[config.mk]
export PLATFORM = sky130hd
export DESIGN_NAME = i2c_tgt_stretch
export DESIGN_NICKNAME = d
export VERILOG_FILES = /design/src/rtl/i2c_tgt_pkg.sv /design/src/rtl/i2c_line_sync.sv /design/src/rtl/i2c_tgt_regs.sv /design/src/rtl/i2c_tgt_engine.sv /design/src/rtl/i2c_tgt_stretch.sv
export SDC_FILE = /design/constraint.sdc
export NUM_CORES = 1
export LEC_CHECK = 0
export ABC_AREA = 1
export BUFFER_PORTS_ARGS = -buffer_cell sky130_fd_sc_hd__buf_2
export CORE_MARGIN = 2
export CORE_UTILIZATION = 64
export DETAILED_ROUTE_END_ITERATION = 16
export MAX_ROUTING_LAYER = met4
export PLACE_DENSITY = 0.88
export SYNTH_ARGS = -nofsm -noshare
export SYNTH_HDL_FRONTEND = slang
export SYNTH_HIERARCHICAL = 1
export SYNTH_SLANG_ARGS = --single-unit
[constraint.sdc]
create_clock -name clk -period 2.2 [get_ports clk]
set_input_delay 0.44 -clock clk [delete_from_list [all_inputs] [get_ports clk]]
set_output_delay 0.44 -clock clk [all_outputs]
set_load 0.01 [all_outputs]
[src/rtl/i2c_tgt_pkg.sv]
package i2c_tgt_pkg;

  localparam int I2C_AW = 7;
  localparam int I2C_DW = I2C_AW + 1;

  localparam logic [1:0] REG_DATA = 2'd0;
  localparam logic [1:0] REG_STAT = 2'd1;
  localparam logic [1:0] REG_OWN  = 2'd2;

  localparam int ST_FULL = 0;
  localparam int ST_OVF  = 1;
  localparam int ST_DIR  = 2;
  localparam int ST_EVT  = 3;
  localparam int ST_REL  = 4;

  typedef enum logic [2:0] {
    S_IDLE,
    S_ADDR,
    S_ACK1,
    S_ACK2,
    S_RX,
    S_STALL,
    S_TX,
    S_TACK
  } tgt_state_t;

endpackage

[src/rtl/i2c_line_sync.sv]
module i2c_line_sync #(
  parameter int W      = 2,
  parameter int STAGES = 2
) (
  input  logic         clk,
  input  logic         rst,
  input  logic [W-1:0] din,
  output logic [W-1:0] lvl,
  output logic [W-1:0] rise,
  output logic [W-1:0] fall
);

  logic [W-1:0] prev;

  genvar g;
  generate
    for (g = 0; g < W; g++) begin : g_bit
      logic [STAGES-1:0] pipe;
      always_ff @(posedge clk) begin
        if (rst) pipe <= '1;
        else     pipe <= {pipe[STAGES-2:0], din[g]};
      end
      assign lvl[g] = pipe[STAGES-1];
    end
  endgenerate

  always_ff @(posedge clk) begin
    if (rst) prev <= '1;
    else     prev <= lvl;
  end

  assign rise = lvl & ~prev;
  assign fall = ~lvl & prev;

endmodule

[src/rtl/i2c_tgt_regs.sv]
module i2c_tgt_regs
  import i2c_tgt_pkg::*;
#(
  parameter int             AW       = I2C_AW,
  parameter logic [AW-1:0]  DEF_ADDR = 7'h3A,
  localparam int            DW       = AW + 1
) (
  input  logic          clk,
  input  logic          rst,
  input  logic [1:0]    hst_addr,
  input  logic          hst_wr,
  input  logic          hst_rd,
  input  logic [DW-1:0] hst_wdata,
  output logic [DW-1:0] hst_rdata,
  output logic          irq,
  input  logic          cap_i,
  input  logic [DW-1:0] cap_byte_i,
  input  logic          evt_i,
  input  logic          dir_we_i,
  input  logic          dir_val_i,
  input  logic          stalled_i,
  output logic          rx_full_o,
  output logic          ovf_o,
  output logic [AW-1:0] own_addr_o,
  output logic [DW-1:0] tx_byte_o,
  output logic          rel_o
);

  logic [DW-1:0] rx_buf;
  logic          rx_full, ovf, dir, evt, tx_loaded;
  logic [AW-1:0] own_addr;
  logic [DW-1:0] tx_byte;

  logic wr_stat, wr_data, wr_own, rd_data, rel_ok;
  assign wr_stat = hst_wr && (hst_addr == REG_STAT);
  assign wr_data = hst_wr && (hst_addr == REG_DATA);
  assign wr_own  = hst_wr && (hst_addr == REG_OWN);
  assign rd_data = hst_rd && (hst_addr == REG_DATA);
  assign rel_ok  = wr_stat && hst_wdata[ST_REL] && tx_loaded && stalled_i;

  always_ff @(posedge clk) begin
    if (rst) begin
      rx_buf    <= '0;
      rx_full   <= 1'b0;
      ovf       <= 1'b0;
      dir       <= 1'b0;
      evt       <= 1'b0;
      tx_loaded <= 1'b0;
      tx_byte   <= '0;
      own_addr  <= DEF_ADDR;
      rel_o     <= 1'b0;
      hst_rdata <= '0;
    end else begin
      rel_o <= rel_ok;
      // host side first, bus-side events below take priority
      if (rd_data)                     rx_full <= 1'b0;
      if (wr_stat && !hst_wdata[ST_OVF]) ovf   <= 1'b0;
      if (wr_stat && !hst_wdata[ST_EVT]) evt   <= 1'b0;
      if (wr_data) begin
        tx_byte   <= hst_wdata;
        tx_loaded <= 1'b1;
      end
      if (rel_ok)  tx_loaded <= 1'b0;
      if (wr_own)  own_addr  <= hst_wdata[AW-1:0];
      if (cap_i) begin
        if (rx_full) ovf <= 1'b1;
        else begin
          rx_buf  <= cap_byte_i;
          rx_full <= 1'b1;
        end
      end
      if (evt_i)    evt <= 1'b1;
      if (dir_we_i) dir <= dir_val_i;
      if (hst_rd) begin
        case (hst_addr)
          REG_DATA: hst_rdata <= rx_buf;
          REG_STAT: hst_rdata <= DW'({evt, dir, ovf, rx_full});
          REG_OWN:  hst_rdata <= DW'(own_addr);
          default:  hst_rdata <= '0;
        endcase
      end
    end
  end

  assign irq        = evt;
  assign rx_full_o  = rx_full;
  assign ovf_o      = ovf;
  assign own_addr_o = own_addr;
  assign tx_byte_o  = tx_byte;

  AST_OVF_KEEPS_BUF: assert property (@(posedge clk) disable iff (rst)
    (cap_i && rx_full) |=> (ovf && $stable(rx_buf)));
  AST_EMPTY_LOADS: assert property (@(posedge clk) disable iff (rst)
    (cap_i && !rx_full) |=> (rx_full && (rx_buf == $past(cap_byte_i))));
  AST_EVT_STICKY: assert property (@(posedge clk) disable iff (rst)
    (evt && !(wr_stat && !hst_wdata[ST_EVT])) |=> evt);

endmodule

[src/rtl/i2c_tgt_engine.sv]
module i2c_tgt_engine
  import i2c_tgt_pkg::*;
#(
  parameter int  AW = I2C_AW,
  localparam int DW = AW + 1,
  localparam int CW = $clog2(DW)
) (
  input  logic          clk,
  input  logic          rst,
  input  logic          scl_lvl,
  input  logic          scl_rise,
  input  logic          scl_fall,
  input  logic          sda_lvl,
  input  logic          sda_rise,
  input  logic          sda_fall,
  input  logic [AW-1:0] own_addr,
  input  logic          rx_full,
  input  logic          rx_ovf,
  input  logic [DW-1:0] tx_byte,
  input  logic          rel_i,
  output logic          cap_o,
  output logic [DW-1:0] cap_byte_o,
  output logic          evt_o,
  output logic          dir_we_o,
  output logic          dir_val_o,
  output logic          stalled_o,
  output logic          scl_oe_o,
  output logic          sda_oe_o
);

  localparam logic [CW-1:0] LAST = CW'(DW - 1);

  tgt_state_t    st;
  logic [CW-1:0] cnt;
  logic [DW-2:0] rx_sh;
  logic [DW-1:0] tx_sh;
  logic          ack_pend, rd_pend, addr_ph, mst_ack;
  logic          start_det, stop_det;

  assign start_det = sda_fall && scl_lvl;
  assign stop_det  = sda_rise && scl_lvl;

  always_ff @(posedge clk) begin
    if (rst) begin
      st         <= S_IDLE;
      cnt        <= '0;
      rx_sh      <= '0;
      tx_sh      <= '0;
      ack_pend   <= 1'b0;
      rd_pend    <= 1'b0;
      addr_ph    <= 1'b0;
      mst_ack    <= 1'b0;
      scl_oe_o   <= 1'b0;
      sda_oe_o   <= 1'b0;
      cap_o      <= 1'b0;
      cap_byte_o <= '0;
      evt_o      <= 1'b0;
      dir_we_o   <= 1'b0;
      dir_val_o  <= 1'b0;
    end else begin
      cap_o    <= 1'b0;
      evt_o    <= 1'b0;
      dir_we_o <= 1'b0;
      if (start_det) begin
        st       <= S_ADDR;
        cnt      <= '0;
        sda_oe_o <= 1'b0;
        scl_oe_o <= 1'b0;
      end else if (stop_det) begin
        st       <= S_IDLE;
        sda_oe_o <= 1'b0;
        scl_oe_o <= 1'b0;
      end else begin
        case (st)
          S_ADDR, S_RX: if (scl_rise) begin
            rx_sh <= {rx_sh[DW-3:0], sda_lvl};
            if (cnt == LAST) begin
              cnt <= '0;
              if (st == S_RX) begin
                cap_o      <= 1'b1;
                cap_byte_o <= {rx_sh, sda_lvl};
                evt_o      <= 1'b1;
                rd_pend    <= 1'b0;
                addr_ph    <= 1'b0;
                ack_pend   <= ~(rx_full | rx_ovf);
                st         <= S_ACK1;
              end else if (rx_sh == own_addr) begin
                cap_o      <= 1'b1;
                cap_byte_o <= {rx_sh, sda_lvl};
                evt_o      <= 1'b1;
                dir_we_o   <= 1'b1;
                dir_val_o  <= sda_lvl;
                rd_pend    <= sda_lvl;
                addr_ph    <= 1'b1;
                ack_pend   <= sda_lvl | ~(rx_full | rx_ovf);
                st         <= S_ACK1;
              end else begin
                st <= S_IDLE;
              end
            end else begin
              cnt <= cnt + 1'b1;
            end
          end
          S_ACK1: if (scl_fall) begin
            sda_oe_o <= ack_pend;
            st       <= S_ACK2;
          end
          S_ACK2: if (scl_fall) begin
            sda_oe_o <= 1'b0;
            if (rd_pend && ack_pend) begin
              scl_oe_o <= 1'b1;
              st       <= S_STALL;
            end else if (addr_ph && !ack_pend) begin
              st <= S_IDLE;
            end else begin
              cnt <= '0;
              st  <= S_RX;
            end
          end
          S_STALL: if (rel_i) begin
            scl_oe_o <= 1'b0;
            tx_sh    <= tx_byte;
            sda_oe_o <= ~tx_byte[DW-1];
            cnt      <= '0;
            st       <= S_TX;
          end
          S_TX: if (scl_fall) begin
            if (cnt == LAST) begin
              sda_oe_o <= 1'b0;
              st       <= S_TACK;
            end else begin
              tx_sh    <= {tx_sh[DW-2:0], tx_sh[DW-1]};
              sda_oe_o <= ~tx_sh[DW-2];
              cnt      <= cnt + 1'b1;
            end
          end
          S_TACK: begin
            if (scl_rise) begin
              mst_ack <= ~sda_lvl;
              evt_o   <= 1'b1;
            end
            if (scl_fall) begin
              if (mst_ack) begin
                scl_oe_o <= 1'b1;
                st       <= S_STALL;
              end else begin
                st <= S_IDLE;
              end
            end
          end
          default: ;
        endcase
      end
    end
  end

  assign stalled_o = (st == S_STALL);

  AST_STRETCH_HOLD: assert property (@(posedge clk) disable iff (rst)
    (st == S_STALL && !rel_i && !start_det && !stop_det) |=> scl_oe_o);
  AST_TX_SDA_STABLE: assert property (@(posedge clk) disable iff (rst)
    (st == S_TX && !scl_fall && !start_det && !stop_det) |=> $stable(sda_oe_o));

endmodule

[src/rtl/i2c_tgt_stretch.sv]
module i2c_tgt_stretch
  import i2c_tgt_pkg::*;
#(
  parameter int            AW          = I2C_AW,
  parameter logic [AW-1:0] DEF_ADDR    = 7'h3A,
  parameter int            SYNC_STAGES = 2,
  localparam int           DW          = AW + 1
) (
  input  logic          clk,
  input  logic          rst,
  input  logic          scl_i,
  input  logic          sda_i,
  output logic          scl_oe,
  output logic          sda_oe,
  input  logic [1:0]    hst_addr,
  input  logic          hst_wr,
  input  logic          hst_rd,
  input  logic [DW-1:0] hst_wdata,
  output logic [DW-1:0] hst_rdata,
  output logic          irq
);

  logic [1:0]    lvl, rise, fall;
  logic          cap, evt, dir_we, dir_val, stalled, rx_full, ovf, rel;
  logic [DW-1:0] cap_byte, tx_byte;
  logic [AW-1:0] own_addr;

  i2c_line_sync #(.W(2), .STAGES(SYNC_STAGES)) u_sync (
    .clk (clk),
    .rst (rst),
    .din ({sda_i, scl_i}),
    .lvl (lvl),
    .rise(rise),
    .fall(fall)
  );

  i2c_tgt_engine #(.AW(AW)) u_eng (
    .clk       (clk),
    .rst       (rst),
    .scl_lvl   (lvl[0]),
    .scl_rise  (rise[0]),
    .scl_fall  (fall[0]),
    .sda_lvl   (lvl[1]),
    .sda_rise  (rise[1]),
    .sda_fall  (fall[1]),
    .own_addr  (own_addr),
    .rx_full   (rx_full),
    .rx_ovf    (ovf),
    .tx_byte   (tx_byte),
    .rel_i     (rel),
    .cap_o     (cap),
    .cap_byte_o(cap_byte),
    .evt_o     (evt),
    .dir_we_o  (dir_we),
    .dir_val_o (dir_val),
    .stalled_o (stalled),
    .scl_oe_o  (scl_oe),
    .sda_oe_o  (sda_oe)
  );

  i2c_tgt_regs #(.AW(AW), .DEF_ADDR(DEF_ADDR)) u_regs (
    .clk       (clk),
    .rst       (rst),
    .hst_addr  (hst_addr),
    .hst_wr    (hst_wr),
    .hst_rd    (hst_rd),
    .hst_wdata (hst_wdata),
    .hst_rdata (hst_rdata),
    .irq       (irq),
    .cap_i     (cap),
    .cap_byte_i(cap_byte),
    .evt_i     (evt),
    .dir_we_i  (dir_we),
    .dir_val_i (dir_val),
    .stalled_i (stalled),
    .rx_full_o (rx_full),
    .ovf_o     (ovf),
    .own_addr_o(own_addr),
    .tx_byte_o (tx_byte),
    .rel_o     (rel)
  );

endmodule

==> impl_metrics.py, run 1 <==
metrics = {
    "sta": {
        "rsz0062_at_grt": "no",
        "min_period_over_period_pct": 84.78,
        "tightest_slew_ns": 0.6858,
        "setup_viol": 0,
        "skew_ns": 0.01222,
        "timing.slew.headroom_pct": 54.23,
        "finalMaxSlewViolations": 0,
        "hold_viol": 0,
        "final.min_clock_period_ns": 1.865,
        "tns_ns": 0,
        "clock.fmax_ghz": 0.5361,
        "fin_ws_ns": 0.3347,
    },
    "setup_path": {
        "cp.arrival_ns": 2.16,
        "crit_slowest_cell": "dfxtp_1",
        "slowest_delay_ns": 0.44,
        "end_kind": "flip-flop",
        "worst_ep_required_time_ns": 2.49,
        "path_max_fanout": 15,
        "critical_path.most_common_cell": "nand2_1",
        "setup.worst_path.class": "reg -> reg",
        "crit_path_cell_trace": "nor2_1 > nand2_1 > nand2_1 > nor2_1 > nand2_4 > nor2_8 > nand2_2 > nand2_1 > nand2_1 > nor2_1",
        "startpoint_type": "flip-flop",
        "reg2reg_setup_slack_ns": 0.33,
    },
    "clock_network": {
        "postCtsSetupBuffers": 0,
        "cts.sinks": 82,
        "hold_buffers": 0,
        "clockBufferDepth": 2,
        "clk_latency_ns": 0.36,
        "ctsResizeCount": 0,
        "tritoncts": "yes",
        "h-tree-depth": 3,
        "cts_made_buffers": 9,
        "cts-root-buf": "clkbuf_8",
        "cts.clk_slew.worst_paths_ns": 0.09,
    },
    "drt": {
        "vias": 3564,
        "drt_first_pass_iters": 5,
        "drt_iter0_drc": 209,
        "wl_per_cell_um": 12.86,
        "ant_nets": 0,
        "via_per_inst": 5.343,
        "post-route-drc-count": 0,
        "postRouteWirelength_um": 8578,
    },
    "placed_design": {
        "gp_congestion": 0.9196,
        "dp_slack_ns": 0.4045,
        "place_hpwl_um": 6375,
        "io_buffer_count": 26,
        "dp.cells": 651,
    },
    "floorplan": {
        "fp-row-count": 28,
        "die_w_um": 81.41,
        "io_pins": 27,
        "die-area_um2": 6628,
        "start_util_pct": 65.55,
        "die_y_um": 81.41,
        "coreArea_um2": 5851,
    },
    "logic_synthesis": {
        "async_reset_ff_share_pct": 0,
        "yosysTopAreaCell": "dfxtp_1",
        "synth-main-ff-cell": "dfxtp_1",
        "synth.distinct_cells": 35,
        "netlist.area_leader.share_pct": 42.81,
        "syn_avg_cell_area_um2": 6.812,
        "synth.net_count": 581,
        "synth_edf_count": 0,
        "netlist_area_um2": 3835,
        "yosysWarnings": 6,
        "netlist_instances": 563,
        "ys_seq_area_share_pct": 42.81,
        "ys_ff_latch": 82,
        "synth_area_leaders": "dfxtp_1 (43%), nand2_1 (14%), nor2_1 (9.7%), inv_1 (5.5%), o21ai_0 (5.4%)",
    },
    "power_and_ir_drop": {
        "p_leak_uw": 0.002116,
        "total_power_uw": 3399,
        "power_density_nw_per_um2": 812.7,
        "irDropWorstVdd_mv": 0.5440,
    },
    "finish": {
        "area_growth_pct": 9.070,
        "final_common_cell": "nand2_1",
        "instances_no_fill": 667,
        "antenna_cells": 0,
        "num-nets-final": 605,
        "final_cell_mix": "nand2_1 (141), nor2_1 (99), dfxtp_1 (82), inv_1 (56), o21ai_0 (41)",
        "drive_gt1_share_pct": 13.34,
        "final_util_pct": 71.49,
    },
    "grt": {
        "antenna_found_initial": 0,
        "grt_max_degree": 26,
        "grt_pass1_vias": 3268,
        "track_usage_pct": 28.14,
        "grt.overflow.total": 0,
        "grt_pass1_wl_um": 13930,
    },
    "job": {
        "cap_viol_max_count": 0,
    },
    "outcome": {
        "outcome": "complete, no violations",
    },
    "worst_hold_path": {
        "hp-class": "in -> reg",
    },
}
flip-flops by register name (all words and copies together) (netlist names), 2 cells and up:
signal	count
u_regs/rx_buf	8
u_sync/g_bit.pipe	4
u_eng/st	3
u_eng/rx_sh	7
u_regs/own_addr_o	7
u_regs/hst_rdata	8
u_regs/tx_byte_o	8
u_eng/cnt	3
u_eng/tx_sh	8
u_eng/cap_byte_o	8
u_sync/prev	2
synth_stat cells (5+ instances only):
master / instances
nand2_1: 141
nor2_1: 99
dfxtp_1: 82
inv_1: 56
o21ai_0: 41
nand3_1: 38
a21oi_1: 34
inv_2: 9
o21ai_1: 9
buf_2: 5
buf_4: 5
routing by layer:
layer	vias up	GRT usage (%)	wire (µm)
li1	1811	-	-
met1	1590	32.18	3651
met2	129	45.41	4084
met3	34	6.044	489
met4	0	16.61	352
met5	-	-	0
power by group:
group | switching (µW) | internal (µW) | leakage, µW
combinational | 433 | 224 | 0.00136
clock | 577 | 538 | 0.0000950
sequential | 67.6 | 1560 | 0.000665
total | 1080 | 2320 | 0.00212
per-stage QoR:
step	hold WS, ns	cell area (µm²)
2_1_floorplan	0.3866	3835
3_3_place_gp	0.3926	3981
3_5_place_dp	0.3976	3981
4_1_cts	0.2376	4183
5_1_grt	0.2548	4183
6_report	0.2462	4183
critical path: cells and delay by family (launching register included):
kind | cells | cell delay, ns
DFF | 1 | 0.44
and+or+nand+nor | 10 | 1.36
final cells by class:
class	count	area (µm²)
well taps	75	93.84
multi-input cells	396	1826
flip-flops and latches	82	1642
clock inverters	6	73.82
fillers	483	1668
inverters	69	267.8
repair buffers	29	152.6
clock buffers	10	127.6
path summary, 6_finish.rpt:
| check | start | endpoint | depth (start not counted) |
|---|---|---|---|
| setup / recovery | u_sync/g_bit[1].pipe[1]$_SDFF_PP1_ | u_eng/ack_pend$_SDFFE_PP0P_ | 10 |
| hold / removal | sda_i | u_sync/g_bit[1].pipe[0]$_SDFF_PP1_ | 3 |
| setup reg to reg | u_sync/g_bit[1].pipe[1]$_SDFF_PP1_ | u_eng/ack_pend$_SDFFE_PP0P_ | 10 |
| hold reg to reg | u_sync/g_bit[0].pipe[0]$_SDFF_PP1_ | u_sync/g_bit[0].pipe[1]$_SDFF_PP1_ | 2 |
logic make-up (layout without fill, tap and decap cells):
group	count (synthesis)	after routing	synth area share (%)
AOI/OAI and AO/OA	91	91	12.69
adders and majority gates	2	2	0.6524
DFF	82	82	42.81
buffers and inverters	85	114	9.592
and+or+nand+nor	303	303	34.26
(Power assumes the default switching activity.)
==> inputs of run 2 (changes only) <==
Settings changed: ABC_AREA 1 to 0, CORE_UTILIZATION 64 to 55, PLACE_DENSITY 0.88 to 0.8.
Clock period 2.2 ns to 1.5 ns, I/O delays scaled along.
==> impl_metrics.py, run 2 <==
metrics = {
    "outcome": {
        "outcome": "complete, but fails checks",
        "violations": "setup timing",
    },
    "logic_synthesis": {
        "yosysTopAreaCell": "dfxtp_1",
        "async_reset_ff_share_pct": 0,
        "synth_edf_count": 0,
        "synth.net_count": 490,
        "synth_area_leaders": "dfxtp_1 (39%), mux2i_1 (6.6%), nand2_1 (5.1%), nor2b_1 (4.4%), nor2_1 (3.8%)",
        "netlist_top_cells_count": "dfxtp_1 (82), nand2_1 (58), nor2_1 (43)",
        "yosysWarnings": 6,
        "netlist_area_um2": 4263,
        "netlist_instances": 472,
        "synth-main-ff-cell": "dfxtp_1",
        "ys_ff_latch": 82,
        "ys_seq_area_share_pct": 38.51,
        "syn_avg_cell_area_um2": 9.031,
        "netlist.area_leader.share_pct": 38.51,
        "yosysMostFrequentCell": "dfxtp_1",
        "synth.distinct_cells": 71,
    },
    "floorplan": {
        "die-area_um2": 8470,
        "fp-row-count": 32,
        "coreArea_um2": 7607,
        "start_util_pct": 56.04,
        "die_w_um": 92.04,
        "die_y_um": 92.04,
        "io_pins": 27,
    },
    "drt": {
        "drt_first_pass_iters": 5,
        "wl_met2_um": 5655,
        "postRouteWirelength_um": 11090,
        "wl_met1_um": 4774,
        "met3WireLength_um": 491,
        "vias": 3854,
        "ant_nets": 0,
        "via_per_inst": 5.911,
        "drt_iter0_drc": 315,
        "post-route-drc-count": 0,
        "wl_per_cell_um": 17.01,
        "routed.top_layer": "met4",
    },
    "grt": {
        "grt_max_degree": 28,
        "grt.overflow.total": 0,
        "antenna_found_initial": 0,
        "grt_pass1_wl_um": 17780,
        "track_usage_pct": 26.74,
        "grt_pass1_vias": 3770,
    },
    "sta": {
        "tns_ns": -7.793,
        "rsz0062_at_grt": "yes",
        "finalMaxSlewViolations": 0,
        "timing.slew.headroom_pct": 71.49,
        "fin_ws_ns": -0.4207,
        "tightest_slew_ns": 0.4271,
        "final.min_clock_period_ns": 1.921,
        "skew_ns": 0.01537,
        "hold_viol": 0,
        "setup_viol": 29,
        "min_period_over_period_pct": 128.0,
        "clock.fmax_ghz": 0.5206,
    },
    "power_and_ir_drop": {
        "swShare_pct": 27.38,
        "power_density_nw_per_um2": 760.5,
        "clockPowerShare_pct": 36.8,
        "intPower_uw": 3021,
        "combinationalPowerShare_pct": 9.4,
        "switching_power_uw": 1139,
        "p_leak_uw": 0.002127,
        "total_power_uw": 4160,
        "p_seq_share_pct": 53.8,
        "irDropWorstVdd_mv": 0.3950,
    },
    "clock_network": {
        "tritoncts": "yes",
        "clk_latency_ns": 0.37,
        "hold_buffers": 0,
        "h-tree-depth": 3,
        "clockBufferDepth": 2,
        "cts_made_buffers": 9,
        "cts.sinks": 82,
        "cts.clk_slew.worst_paths_ns": 0.08,
        "cts-root-buf": "clkbuf_8",
    },
    "setup_path": {
        "setup.worst_path.class": "reg -> reg",
        "startpoint_type": "flip-flop",
        "rr_worst_depth": 7,
        "cp.arrival_ns": 2.17,
        "end_kind": "flip-flop",
        "path_max_fanout": 7,
        "worst_ep_required_time_ns": 1.75,
    },
    "placed_design": {
        "io_buffer_count": 26,
        "place_hpwl_um": 7305,
        "gp_congestion": 0.8865,
        "placed_cell_area_um2": 4866,
        "dp.cells": 626,
    },
    "finish": {
        "area_growth_pct": 28.32,
        "multi_input_area_um2": 2671,
        "antenna_cells": 0,
        "num-fill-cells": 515,
        "final_common_cell": "dfxtp_1",
        "final_area_um2": 5470,
        "num-nets-final": 563,
        "regArea_um2": 1660,
        "drive_gt1_share_pct": 35.27,
        "instances_no_fill": 652,
        "final_cell_mix": "dfxtp_1 (73), buf_4 (59), nand2_1 (57), nor2_1 (34), mux2i_1 (27)",
    },
    "job": {
        "cap_viol_max_count": 0,
    },
    "worst_hold_path": {
        "holdPathStages": 2,
        "hp-class": "in -> reg",
    },
}
[run 2: timing repair]
item                       4_1_cts  5_1_grt
resized for setup               31       43
cloned                           2        1
pin swaps                       14       13
buffers inserted                 6        3
setup endpoints to repair       41       41
[run 2: cells by family (layout without fill, tap and decap cells)]
family | after synthesis | count (layout) | share of synthesized area, %
adders and majority gates | 2 | 2 | 0.5869
xor gates and xnor gates | 9 | 9 | 2.025
and+or+nand+nor | 211 | 211 | 27.21
DFF | 82 | 82 | 38.51
buffers and inverters | 43 | 121 | 5.841
muxes | 38 | 38 | 9.745
AOI/OAI and AO/OA | 87 | 87 | 16.08
[run 2: cell type report]
class	instances	share of cell area [%]
Clock buffer	9	2.264
Clock inverter	7	1.075
Inverter	7	0.4803
Multi-Input combinational cell	347	48.83
Sequential cell	82	30.35
Tap cell	102	2.333
Timing Repair Buffer	98	14.66
[run 2: routing by layer]
metal / global-route usage [%] / vias to the layer above
li1: - / 1824
met1: 32.61 / 1891
met2: 45.04 / 122
met3: 4.519 / 17
met4: 9.204 / 0
met5: - / -
[run 2: power groups by stage]
stage | registers (µW) | clock network [µW] | logic (µW)
after detailed placement | 2290 | 0 | 351
after CTS | 2240 | 1560 | 360
after global routing | 2240 | 1640 | 423
after floorplan | 2290 | 0 | 214
final | 2240 | 1530 | 392
after global placement | 2290 | 0 | 338
[run 2: path summary, 6_finish.rpt]
| kind | start | endpoint | slack, ns |
|---|---|---|---|
| worst max register to register | u_sync/g_bit[1].pipe[1]$_SDFF_PP1_ | u_eng/cap_byte_o[1]$_SDFFE_PP0P_ | -0.42 |
| worst min register to register | u_sync/g_bit[0].pipe[0]$_SDFF_PP1_ | u_sync/g_bit[0].pipe[1]$_SDFF_PP1_ | 0.41 |
| worst min-delay path | sda_i | u_sync/g_bit[1].pipe[0]$_SDFF_PP1_ | 0.12 |
| worst max-delay path | u_sync/g_bit[1].pipe[1]$_SDFF_PP1_ | u_eng/cap_byte_o[1]$_SDFFE_PP0P_ | -0.42 |
[run 2: per-stage QoR]
| stage | hold slack, ns | setup slack [ns] | util (%) |
|---|---|---|---|
| 2_1_floorplan | 0.3832 | -0.3807 | - |
| 3_3_place_gp | 0.3872 | -0.3999 | 63.96 |
| 3_5_place_dp | 0.3927 | -0.4272 | 63.96 |
| 4_1_cts | 0.1152 | -0.4103 | 69.11 |
| 5_1_grt | 0.1184 | -0.4738 | 71.91 |
| 6_report | 0.1180 | -0.4207 | 71.91 |
[run 2: worst max-delay path, cell delays in order, from the launching register on]
cell	delay, ns
dfxtp_2	0.35
nor2b_4	0.13
o21a_4	0.22
nor4b_4	0.25
buf_4	0.18
buf_12	0.13
mux2_4	0.29
a311o_1	0.27
==> inputs of run 3 (changes only) <==
Settings changed: CORE_ASPECT_RATIO set to 1.2.
==> impl_metrics.py, run 3 (synthesis gave the netlist of run 2 again) <==
metrics = {
    "clock_network": {
        "cts.clk_slew.worst_paths_ns": 0.09,
        "tritoncts": "yes",
        "hold_buffers": 0,
        "cts.sinks": 82,
        "clk_latency_ns": 0.35,
        "clockBufferDepth": 2,
        "cts-root-buf": "clkbuf_8",
        "cts_made_buffers": 9,
        "h-tree-depth": 3,
    },
    "drt": {
        "drt_iter0_drc": 193,
        "postRouteWirelength_um": 10760,
        "ant_nets": 0,
        "via_per_inst": 5.925,
        "wl_per_cell_um": 16.70,
        "vias": 3816,
        "drt_first_pass_iters": 4,
        "post-route-drc-count": 0,
    },
    "sta": {
        "tightest_slew_ns": 0.4852,
        "fin_ws_ns": -0.4391,
        "timing.slew.headroom_pct": 67.59,
        "finalMaxSlewViolations": 0,
        "setup_viol": 30,
        "final.min_clock_period_ns": 1.939,
        "hold_viol": 0,
        "skew_ns": 0.007936,
        "tns_ns": -8.659,
        "clock.fmax_ghz": 0.5157,
        "rsz0062_at_grt": "yes",
        "min_period_over_period_pct": 129.3,
    },
    "finish": {
        "drive_gt1_share_pct": 32.07,
        "final_common_cell": "dfxtp_1",
        "regArea_um2": 1658,
        "instances_no_fill": 644,
        "num-fill-cells": 550,
        "antenna_cells": 0,
        "num-nets-final": 565,
        "multi_input_area_um2": 2556,
        "area_growth_pct": 26.36,
        "final_cell_mix": "dfxtp_1 (73), nand2_1 (57), buf_4 (55), nor2_1 (38), mux2i_1 (28)",
    },
    "floorplan": {
        "io_pins": 27,
        "fp-row-count": 35,
        "coreArea_um2": 7620,
        "start_util_pct": 55.94,
        "die-area_um2": 8474,
        "die_w_um": 84.37,
        "die_y_um": 100.4,
    },
    "grt": {
        "grt_pass1_vias": 3575,
        "track_usage_pct": 25.56,
        "antenna_found_initial": 0,
        "grt_max_degree": 28,
        "grt_pass1_wl_um": 17060,
        "grt.overflow.total": 0,
    },
    "job": {
        "cap_viol_max_count": 0,
    },
    "power_and_ir_drop": {
        "irDropWorstVdd_mv": 0.6589,
        "p_leak_uw": 0.002124,
        "power_density_nw_per_um2": 796.3,
    },
    "setup_path": {
        "worst_ep_required_time_ns": 1.74,
        "startpoint_type": "flip-flop",
        "cp.arrival_ns": 2.18,
        "crit_path_cell_trace": "nor2b_4 > o21a_4 > nor4b_4 > buf_4 > buf_4 > mux2_4 > a311o_1",
        "setup.worst_path.class": "reg -> reg",
        "critical_path.most_common_cell": "buf_4",
        "path_max_fanout": 3,
        "crit_slowest_cell": "dfxtp_2",
        "end_kind": "flip-flop",
        "slowest_delay_ns": 0.35,
    },
    "worst_hold_path": {
        "hp-class": "in -> reg",
    },
    "placed_design": {
        "place_hpwl_um": 7014,
        "io_buffer_count": 26,
        "dp.cells": 605,
        "gp_congestion": 0.8516,
    },
    "outcome": {
        "violations": "setup timing",
        "outcome": "complete, but fails checks",
    },
}
## run 3: cell count changes in the layout (fill, tap and decap cells not counted), moves of 3 or more
cell | before | now
a311oi_2 | 8 | 4
nor2_4 | 5 | 0
a311oi_1 | 7 | 11
nor2_1 | 34 | 38
buf_4 | 59 | 55
inv_6 | 4 | 1
buf_6 | 5 | 11
## run 3: what timing repair did
action / CTS / global route
cloned: 1 / 0
endpoints found under the setup margin: 39 / 41
buffers inserted: 14 / 12
resized for setup: 39 / 18
hold endpoints to repair: 0 / 0
pin swaps: 25 / 14
## run 3: power breakdown
part / total, µW / internal, µW / switching (µW) / leakage (µW)
clock network: 1700 / 835 / 861 / 0.000101
registers: 2240 / 2210 / 28.1 / 0.000666
logic: 356 / 158 / 197 / 0.00136
## run 3: worst paths after layout
kind | start | end | slack (ns) | cells after the start
worst max register to register | u_sync/prev[1]$_SDFF_PP1_ | u_eng/cap_byte_o[3]$_SDFFE_PP0P_ | -0.44 | 7
worst min-delay path | scl_i | u_sync/g_bit[0].pipe[0]$_SDFF_PP1_ | 0.12 | 2
worst min register to register | u_sync/g_bit[0].pipe[0]$_SDFF_PP1_ | u_sync/g_bit[0].pipe[1]$_SDFF_PP1_ | 0.41 | 1
worst max-delay path | u_sync/prev[1]$_SDFF_PP1_ | u_eng/cap_byte_o[3]$_SDFFE_PP0P_ | -0.44 | 7
## run 3: layer usage
layer | global-route usage [%] | vias to the layer above | part of all wire, %
li1 | - | 1840 | -
met4 | 10.62 | 0 | 2.8
met5 | - | - | 0
met3 | 4.194 | 30 | 4.4
met1 | 30.33 | 1837 | 42
met2 | 43.22 | 109 | 51
## run 3: cell type report
cell class | count | share of cell area, %
sequential | 82 | 30.78
clock inverter | 6 | 1.370
inverter | 7 | 0.4878
multi-input combinational | 347 | 47.46
timing repair buffer | 100 | 15.21
tap | 92 | 2.137
clock buffer | 10 | 2.555
## run 3: worst max-delay path: cells and delay by family, from the launching register on
kind	cells	cell delay [ns]
AOI/OAI and AO/OA	2	0.50
and+or+nand+nor	2	0.39
DFF	1	0.35
buffers and inverters	2	0.29
muxes	1	0.30
## run 3: per-stage QoR
stage	util [%]	worst slack [ns]	hold slack, ns	total power (µW)	cell area (µm²)
6_report	70.69	-0.4391	0.1165	4289	5386
3_5_place_dp	62.61	-0.4455	0.3934	2620	4771
5_1_grt	70.69	-0.4805	0.1133	4424	5386
2_1_floorplan	-	-0.3807	0.3832	2501	4315
4_1_cts	68.69	-0.4128	0.1082	4294	5234
3_3_place_gp	62.61	-0.3934	0.3872	2610	4771
